<file path="config.mk">
export PLATFORM = sky130hd
export DESIGN_NAME = pt2_walker
export DESIGN_NICKNAME = d
export VERILOG_FILES = /design/src/rtl/pt2_pkg.sv /design/src/rtl/pt2_pte_decode.sv /design/src/rtl/pt2_addr_gen.sv /design/src/rtl/pt2_walker.sv
export SDC_FILE = /design/constraint.sdc
export NUM_CORES = 1
export LEC_CHECK = 0
export CAP_MARGIN = 20
export CORE_AREA = 2 2 252 254
export DETAILED_ROUTE_END_ITERATION = 6
export DIE_AREA = 0 0 254 256
export REMOVE_ABC_BUFFERS = 1
export SLEW_MARGIN = 25
export SYNTH_ARGS = -nofsm -noshare
export SYNTH_HDL_FRONTEND = slang
export SYNTH_SLANG_ARGS = --single-unit
</file>
<file path="constraint.sdc">
create_clock -name clk -period 6.8 [get_ports clk]
set_input_delay 1.02 -clock clk [delete_from_list [all_inputs] [get_ports clk]]
set_output_delay 1.02 -clock clk [all_outputs]
set_load 0.05 [all_outputs]
</file>
<file path="src/rtl/pt2_pkg.sv">
package pt2_pkg;

   localparam int unsigned PTE_W   = 64;
   localparam int unsigned PPN_LSB = 10;
   localparam int unsigned FLAG_W  = 4;
   localparam int unsigned BIT_V   = 0;
   localparam int unsigned BIT_R   = 1;
   localparam int unsigned BIT_W   = 2;
   localparam int unsigned BIT_X   = 3;

   typedef enum logic [1:0] {
      XL_NONE = 2'b00,
      XL_S1   = 2'b01,
      XL_S2   = 2'b10,
      XL_ALL  = 2'b11
   } xlate_mode_e;

   typedef enum logic [3:0] {
      ST_IDLE,
      ST_S2_REQ,
      ST_S2_WAIT,
      ST_PMP,
      ST_MEM_REQ,
      ST_MEM_WAIT,
      ST_CHECK,
      ST_RESP,
      ST_HANDOFF
   } walk_state_e;

endpackage

</file>
<file path="src/rtl/pt2_pte_decode.sv">
module pt2_pte_decode
   import pt2_pkg::*;
#(
   parameter int unsigned PPN_W      = 44,
   parameter bit          STRICT_RSV = 1'b1
) (
   input  logic [PTE_W-1:PPN_LSB] hi,
   input  logic [FLAG_W-1:0]      flags,
   output logic                   leaf,
   output logic                   fault,
   output logic [PPN_W-1:0]       ppn
);

   localparam int unsigned RSV_LSB = PPN_LSB + PPN_W;

   logic rsv_nz;

   if (RSV_LSB > PTE_W) begin : g_bad_width
      $error("pt2_pte_decode: PPN_W does not fit in an entry");
   end

   if (STRICT_RSV && (RSV_LSB < PTE_W)) begin : g_rsv_chk
      assign rsv_nz = |hi[PTE_W-1:RSV_LSB];
   end else begin : g_rsv_off
      assign rsv_nz = 1'b0;
   end

   assign ppn   = hi[RSV_LSB-1:PPN_LSB];
   assign leaf  = flags[BIT_R] | flags[BIT_X];
   assign fault = !flags[BIT_V] | (flags[BIT_W] & !flags[BIT_R]) | rsv_nz;

endmodule

</file>
<file path="src/rtl/pt2_addr_gen.sv">
module pt2_addr_gen #(
   parameter int unsigned PPN_W      = 44,
   parameter int unsigned VPN_SLICE  = 9,
   parameter int unsigned LEVELS     = 3,
   parameter int unsigned PAGE_SHIFT = 12,
   parameter int unsigned LVL_W      = 2,
   localparam int unsigned VPN_W     = VPN_SLICE * LEVELS,
   localparam int unsigned PA_W      = PPN_W + PAGE_SHIFT,
   localparam int unsigned ENT_SHIFT = PAGE_SHIFT - VPN_SLICE
) (
   input  logic [PPN_W-1:0] table_ppn,
   input  logic [VPN_W-1:0] vpn,
   input  logic [LVL_W-1:0] lvl,
   output logic [PA_W-1:0]  addr
);

   logic [VPN_SLICE-1:0] slice_arr [LEVELS];
   logic [VPN_SLICE-1:0] slice_sel;

   for (genvar g = 0; g < LEVELS; g++) begin : g_slice
      assign slice_arr[g] = vpn[g*VPN_SLICE +: VPN_SLICE];
   end

   always_comb begin
      slice_sel = '0;
      for (int i = 0; i < LEVELS; i++) begin
         if (lvl == LVL_W'(i)) slice_sel = slice_arr[i];
      end
   end

   assign addr = {table_ppn, slice_sel, {ENT_SHIFT{1'b0}}};

endmodule

</file>
<file path="src/rtl/pt2_walker.sv">
module pt2_walker
   import pt2_pkg::*;
#(
   parameter int unsigned PPN_W      = 44,
   parameter int unsigned VPN_SLICE  = 9,
   parameter int unsigned LEVELS     = 3,
   parameter int unsigned PAGE_SHIFT = 12,
   parameter bit          STRICT_RSV = 1'b1,
   localparam int unsigned VPN_W     = VPN_SLICE * LEVELS,
   localparam int unsigned PA_W      = PPN_W + PAGE_SHIFT,
   localparam int unsigned LVL_W     = (LEVELS > 2) ? $clog2(LEVELS) : 1
) (
   input  logic             clk,
   input  logic             rst_n,
   input  logic             req_valid,
   output logic             req_ready,
   input  logic [1:0]       req_mode,
   input  logic             req_s1_hit,
   input  logic [VPN_W-1:0] req_vpn,
   input  logic [PPN_W-1:0] req_ppn,
   output logic             pmp_req,
   output logic [PA_W-1:0]  pmp_addr,
   input  logic             pmp_fault,
   output logic             mem_req_valid,
   input  logic             mem_req_ready,
   output logic [PA_W-1:0]  mem_req_addr,
   input  logic             mem_resp_valid,
   output logic             mem_resp_ready,
   input  logic [63:0]      mem_resp_data,
   output logic             s2_req_valid,
   input  logic             s2_req_ready,
   output logic [PPN_W-1:0] s2_req_gppn,
   input  logic             s2_resp_valid,
   output logic             s2_resp_ready,
   input  logic [PPN_W-1:0] s2_resp_ppn,
   input  logic             s2_resp_fault,
   output logic             refill_valid,
   output logic [VPN_W-1:0] refill_vpn,
   output logic [LVL_W-1:0] refill_level,
   output logic             refill_s1,
   output logic [63:0]      refill_pte,
   output logic             resp_valid,
   input  logic             resp_ready,
   output logic [LVL_W-1:0] resp_level,
   output logic [PPN_W-1:0] resp_ppn,
   output logic [63:0]      resp_pte,
   output logic             resp_pf,
   output logic             resp_af,
   output logic             resp_gpf,
   output logic             ll_valid,
   input  logic             ll_ready,
   output logic [VPN_W-1:0] ll_vpn,
   output logic [PPN_W-1:0] ll_ppn,
   output logic [1:0]       ll_mode
);

   localparam logic [LVL_W-1:0] TOP_LVL  = LVL_W'(LEVELS - 1);
   localparam logic [LVL_W-1:0] LAST_LVL = LVL_W'(1);

   if (LEVELS < 2) begin : g_bad_levels
      $error("pt2_walker: at least two levels are needed");
   end
   if (PAGE_SHIFT != VPN_SLICE + 3) begin : g_bad_shift
      $error("pt2_walker: a table page must hold 2**VPN_SLICE eight-byte entries");
   end
   if (PPN_LSB + PPN_W > PTE_W) begin : g_bad_ppn
      $error("pt2_walker: PPN_W too wide for the entry format");
   end

   walk_state_e      state_q;
   xlate_mode_e      mode_q;
   logic [VPN_W-1:0] vpn_q;
   logic [LVL_W-1:0] lvl_q;
   logic [PPN_W-1:0] tbl_ppn_q;
   logic [PPN_W-1:0] gppn_q;
   logic [PPN_W-1:0] res_ppn_q;
   logic [63:0]      pte_q;
   logic             final_s2_q;
   logic             af_q;
   logic             pf_q;
   logic             gpf_q;
   logic             refill_q;

   logic             dec_leaf;
   logic             dec_fault;
   logic [PPN_W-1:0] dec_ppn;
   logic [PA_W-1:0]  ent_addr;
   xlate_mode_e      req_mode_e;

   assign req_mode_e = xlate_mode_e'(req_mode);

   pt2_addr_gen #(
      .PPN_W      (PPN_W),
      .VPN_SLICE  (VPN_SLICE),
      .LEVELS     (LEVELS),
      .PAGE_SHIFT (PAGE_SHIFT),
      .LVL_W      (LVL_W)
   ) u_addr (
      .table_ppn (tbl_ppn_q),
      .vpn       (vpn_q),
      .lvl       (lvl_q),
      .addr      (ent_addr)
   );

   pt2_pte_decode #(
      .PPN_W      (PPN_W),
      .STRICT_RSV (STRICT_RSV)
   ) u_dec (
      .hi    (pte_q[PTE_W-1:PPN_LSB]),
      .flags (pte_q[FLAG_W-1:0]),
      .leaf  (dec_leaf),
      .fault (dec_fault),
      .ppn   (dec_ppn)
   );

   always_ff @(posedge clk or negedge rst_n) begin
      if (!rst_n) begin
         state_q    <= ST_IDLE;
         mode_q     <= XL_NONE;
         vpn_q      <= '0;
         lvl_q      <= '0;
         tbl_ppn_q  <= '0;
         gppn_q     <= '0;
         res_ppn_q  <= '0;
         pte_q      <= '0;
         final_s2_q <= 1'b0;
         af_q       <= 1'b0;
         pf_q       <= 1'b0;
         gpf_q      <= 1'b0;
         refill_q   <= 1'b0;
      end else begin
         refill_q <= 1'b0;
         unique case (state_q)
            ST_IDLE: begin
               if (req_valid) begin
                  vpn_q     <= req_vpn;
                  mode_q    <= req_mode_e;
                  af_q      <= 1'b0;
                  pf_q      <= 1'b0;
                  gpf_q     <= 1'b0;
                  pte_q     <= '0;
                  res_ppn_q <= '0;
                  unique case (req_mode_e)
                     XL_NONE, XL_S1: begin
                        lvl_q      <= TOP_LVL;
                        tbl_ppn_q  <= req_ppn;
                        final_s2_q <= 1'b0;
                        state_q    <= ST_PMP;
                     end
                     XL_S2: begin
                        lvl_q      <= '0;
                        gppn_q     <= req_ppn;
                        final_s2_q <= 1'b1;
                        state_q    <= ST_S2_REQ;
                     end
                     default: begin
                        lvl_q      <= req_s1_hit ? '0 : TOP_LVL;
                        gppn_q     <= req_ppn;
                        final_s2_q <= req_s1_hit;
                        state_q    <= ST_S2_REQ;
                     end
                  endcase
               end
            end
            ST_S2_REQ: begin
               if (s2_req_ready) state_q <= ST_S2_WAIT;
            end
            ST_S2_WAIT: begin
               if (s2_resp_valid) begin
                  if (s2_resp_fault) begin
                     gpf_q   <= 1'b1;
                     state_q <= ST_RESP;
                  end else if (final_s2_q) begin
                     res_ppn_q <= s2_resp_ppn;
                     state_q   <= ST_RESP;
                  end else begin
                     tbl_ppn_q <= s2_resp_ppn;
                     state_q   <= ST_PMP;
                  end
               end
            end
            ST_PMP: begin
               af_q    <= pmp_fault;
               state_q <= ST_MEM_REQ;
            end
            ST_MEM_REQ: begin
               if (af_q) state_q <= ST_CHECK;
               else if (mem_req_ready) state_q <= ST_MEM_WAIT;
            end
            ST_MEM_WAIT: begin
               if (mem_resp_valid) begin
                  pte_q    <= mem_resp_data;
                  refill_q <= 1'b1;
                  state_q  <= ST_CHECK;
               end
            end
            ST_CHECK: begin
               if (af_q) begin
                  state_q <= ST_RESP;
               end else if (dec_fault) begin
                  pf_q    <= 1'b1;
                  state_q <= ST_RESP;
               end else if (dec_leaf) begin
                  if (mode_q == XL_ALL) begin
                     gppn_q     <= dec_ppn;
                     final_s2_q <= 1'b1;
                     state_q    <= ST_S2_REQ;
                  end else begin
                     res_ppn_q <= dec_ppn;
                     state_q   <= ST_RESP;
                  end
               end else if (lvl_q > LAST_LVL) begin
                  lvl_q <= lvl_q - LVL_W'(1);
                  if (mode_q == XL_ALL) begin
                     gppn_q  <= dec_ppn;
                     state_q <= ST_S2_REQ;
                  end else begin
                     tbl_ppn_q <= dec_ppn;
                     state_q   <= ST_PMP;
                  end
               end else begin
                  res_ppn_q <= dec_ppn;
                  state_q   <= ST_HANDOFF;
               end
            end
            ST_RESP: begin
               if (resp_ready) state_q <= ST_IDLE;
            end
            ST_HANDOFF: begin
               if (ll_ready) state_q <= ST_IDLE;
            end
            default: state_q <= ST_IDLE;
         endcase
      end
   end

   assign req_ready      = (state_q == ST_IDLE);
   assign pmp_req        = (state_q == ST_PMP);
   assign pmp_addr       = ent_addr;
   assign mem_req_valid  = (state_q == ST_MEM_REQ) && !af_q;
   assign mem_req_addr   = ent_addr;
   assign mem_resp_ready = (state_q == ST_MEM_WAIT);
   assign s2_req_valid   = (state_q == ST_S2_REQ);
   assign s2_req_gppn    = gppn_q;
   assign s2_resp_ready  = (state_q == ST_S2_WAIT);

   assign refill_valid   = refill_q;
   assign refill_vpn     = vpn_q;
   assign refill_level   = lvl_q;
   assign refill_s1      = (mode_q != XL_NONE);
   assign refill_pte     = pte_q;

   assign resp_valid     = (state_q == ST_RESP);
   assign resp_level     = lvl_q;
   assign resp_ppn       = res_ppn_q;
   assign resp_pte       = pte_q;
   assign resp_pf        = pf_q;
   assign resp_af        = af_q;
   assign resp_gpf       = gpf_q;

   assign ll_valid       = (state_q == ST_HANDOFF);
   assign ll_vpn         = vpn_q;
   assign ll_ppn         = res_ppn_q;
   assign ll_mode        = mode_q;

endmodule

</file>
==> results.sh <==
export IMPL_grt_usage_pct=14.2
export IMPL_clock_root_buffer="clkbuf_16"
export IMPL_postRouteAntennaNets=0
export IMPL_mostFrequentLayoutCells="clkdlybuf4s50_1, nand2_1, dfrtp_1"
export IMPL_post_route_period_util_pct=67.0
export IMPL_grt_pass1_wl_um=71000
export IMPL_area_growth_pct=54.5
export IMPL_drc=0
export IMPL_max_stage_delay_ps=910
export IMPL_path_class="reg2out"
export IMPL_grt_max_degree=119
export IMPL_min_path_type="in2async"
export IMPL_synth_yosys_warnings=0
export IMPL_syn_area_per_cell_um2=9.31
export IMPL_pin_count=638
export IMPL_dp_hpwl_um=36000
export IMPL_ys_seq_area_share_pct=47.0
export IMPL_fillers=6550
export IMPL_worstPathArrival_ps=3540
export IMPL_start_kind="flop"
export IMPL_dr_pass1_iters=5
export IMPL_vias=10800
export IMPL_yosys_area_share_simple_pct=18.0
export IMPL_worstSetupEndpointType="primary output"
export IMPL_critPathBufInv=2
export IMPL_row_count=92
export IMPL_synthMuxAreaShare_pct=13.3
export IMPL_cts_setup_buffers=0
export IMPL_cap_violations=0
export IMPL_ys_flop_type="dfrtp_1"
export IMPL_async_reset_ff_share_pct=100
export IMPL_hold_viol=0
export IMPL_cts_clk_slew_worst_paths_ps=60
export IMPL_ys_types=51
export IMPL_crit_slowest_cell="clkdlybuf4s50_1"
export IMPL_start_util_pct=20.1
export IMPL_layout_drive_gt1_share_pct=11.8
export IMPL_critPathMaxFanout=12
export IMPL_syn_area_um2=12600
export IMPL_gr_total_overflow=0
export IMPL_tritoncts="yes"
export IMPL_clock_latency_ps=570
export IMPL_finClkSkew_ps=14.5
export IMPL_grt_pass1_vias=11100
export IMPL_cts_sinks=236
export IMPL_synth_edf_count=0
export IMPL_ctsResizeCount=0
export IMPL_gp_congestion=0.856
export IMPL_synth_top_family_by_area="simple AND/OR/NAND/NOR gates"
export IMPL_wl_um=47900
export IMPL_port_buffers=631
export IMPL_status="completed"
export IMPL_final_net_count=1963
export IMPL_fp_coreArea_um2=62400
export IMPL_maxSlewHeadroom_pct=33.7
export IMPL_synth_seq_cells=236
export IMPL_worst_slew_pin_slew_ps=992
export IMPL_antenna_found_initial=2
export IMPL_cts_hold_buf=0
export IMPL_drv_slew=0
export IMPL_fin_crit_ps=4560
export IMPL_synth_compound_area_share_pct=6.92
export IMPL_stdcell_count=2636
export IMPL_rsz0062_at_grt="no"
export IMPL_drt_iter0_markers=599
export IMPL_routedWlPerCell_um=18.2
export IMPL_worst_path_dominant_cell_family="buffers and inverters"
export IMPL_final_common_cell="clkdlybuf4s50_1"
export IMPL_cts_buffer_depth=3
export IMPL_dieArea_um2=65000
export IMPL_place_inst=2581
export IMPL_synth_fa_ha_area_share_pct=0.299
export IMPL_synthCells=1350
export IMPL_yosys_area_share_xor_xnor_pct=0
export IMPL_cts_buffers=30
export IMPL_vias_per_cell=4.10
export IMPL_worstPathCellList="inv_1 -> ha_1 -> nor2b_1 -> a22oi_1 -> o21ai_0 -> clkdlybuf4s50_1"
export IMPL_die_h_um=256
export IMPL_die_w_um=254
export IMPL_required_ps=5780
export IMPL_fmax_mhz=219
export IMPL_htreeDepth=1
export IMPL_setup_viol=0
export IMPL_n_antenna_cell=0
cells by family after synthesis:
group                    Yosys count
buffers and inverters            274
other                              1
multiplexers                     136
flip-flops                       236
adder cells (fa/ha/maj)            3
AO/OA/AOI/OAI                    137
AND/OR/NAND/NOR                  563
cell type report:
class                           count  area (um2)  share of cell area, %
Clock buffer                       51         961                   4.95
Clock inverter                      4        48.8                  0.251
Sequential cell                   236        5910                   30.4
Tap cell                          846        1060                   5.45
Multi-Input combinational cell    845        4940                   25.5
Timing Repair Buffer              647        6470                   33.3
Inverter                            7        26.3                  0.135
through the flow:
stage / setup TNS [ps] / instance area (um2) / worst slack, ps / hold slack, ps / util [%]
final: 0 / 19400 / 2240 / 410 / 31.1
after global routing: 0 / 19400 / 2020 / 429 / 31.1
after CTS: 0 / 19400 / 2170 / 427 / 31.1
after detailed placement: 0 / 18400 / 2800 / 493 / 29.5
after global placement: 0 / 18400 / 2840 / 488 / 29.5
after floorplan: -163280 / 10800 / -1880 / 537 / -
final timing paths:
kind | endpoint | start | slack, ps | cells after the start
min in group clk | s2_req_gppn[18]$_DFFE_PN0P_ | s2_req_gppn[18]$_DFFE_PN0P_ | 500 | 1
max | mem_req_addr[5] | refill_level[1]$_DFFE_PN0P_ | 2240 | 6
max reg2reg | s2_req_gppn[6]$_DFFE_PN0P_ | state_q[1]$_DFFE_PN0P_ | 3210 | 7
min | ll_ppn[0]$_DFFE_PN0P_ | rst_n | 410 | 1
min reg2reg | s2_req_gppn[18]$_DFFE_PN0P_ | s2_req_gppn[18]$_DFFE_PN0P_ | 500 | 1
max in group asynchronous | ll_ppn[30]$_DFFE_PN0P_ | rst_n | 5190 | 2
registers in the layout, indices dropped and copies added, names as in the netlist:
| name | count |
|---|---|
| refill_valid | 1 |
| tbl_ppn_q | 44 |
| ll_vpn | 27 |
| ll_mode | 2 |
| s2_req_gppn | 44 |
| final_s2_q | 1 |
| refill_pte | 64 |
| state_q | 4 |
| resp_gpf | 1 |
| resp_pf | 1 |
| ll_ppn | 44 |
| refill_level | 2 |
| resp_af | 1 |
cell usage after synthesis, types with 2 or more instances:
library cell  count  area, um2
a311oi_1          2       17.5
clkbuf_1         49        184
o21ai_0          77        385
nor4b_1           2       17.5
buf_2            10       50.1
a22oi_1          24        180
dfrtp_1         236       5910
mux2_4           39        586
mux2i_1           2       20.0
a211o_1           3       26.3
nand2_1         490       1840
nor2b_1           2       12.5
a21oi_1          10       50.1
buf_1             8       30.0
inv_1             7       26.3
nand2b_1          8       50.1
ha_1              3       37.5
nand3_1          28        140
or3_1             3       18.8
mux2_2           95       1070
nor2_1           12       45.0
o21bai_1          2       15.0
a22o_1            5       43.8
or2_2             3       18.8
nor3_1            6       30.0
buf_4           196       1470
buf_6             4       45.0
per-layer routing:
metal  up-vias  routed length (um)  track usage, %
met1      5267               19400            17.1
met3        61                3090            2.91
met2       420               24300            25.3
met4         2                1110            3.84
met5         -                  13               0
li1       5052                   -               -
Power is not shown: default switching activity piles up to over one toggle a cycle in this logic, so the estimate is an artifact.
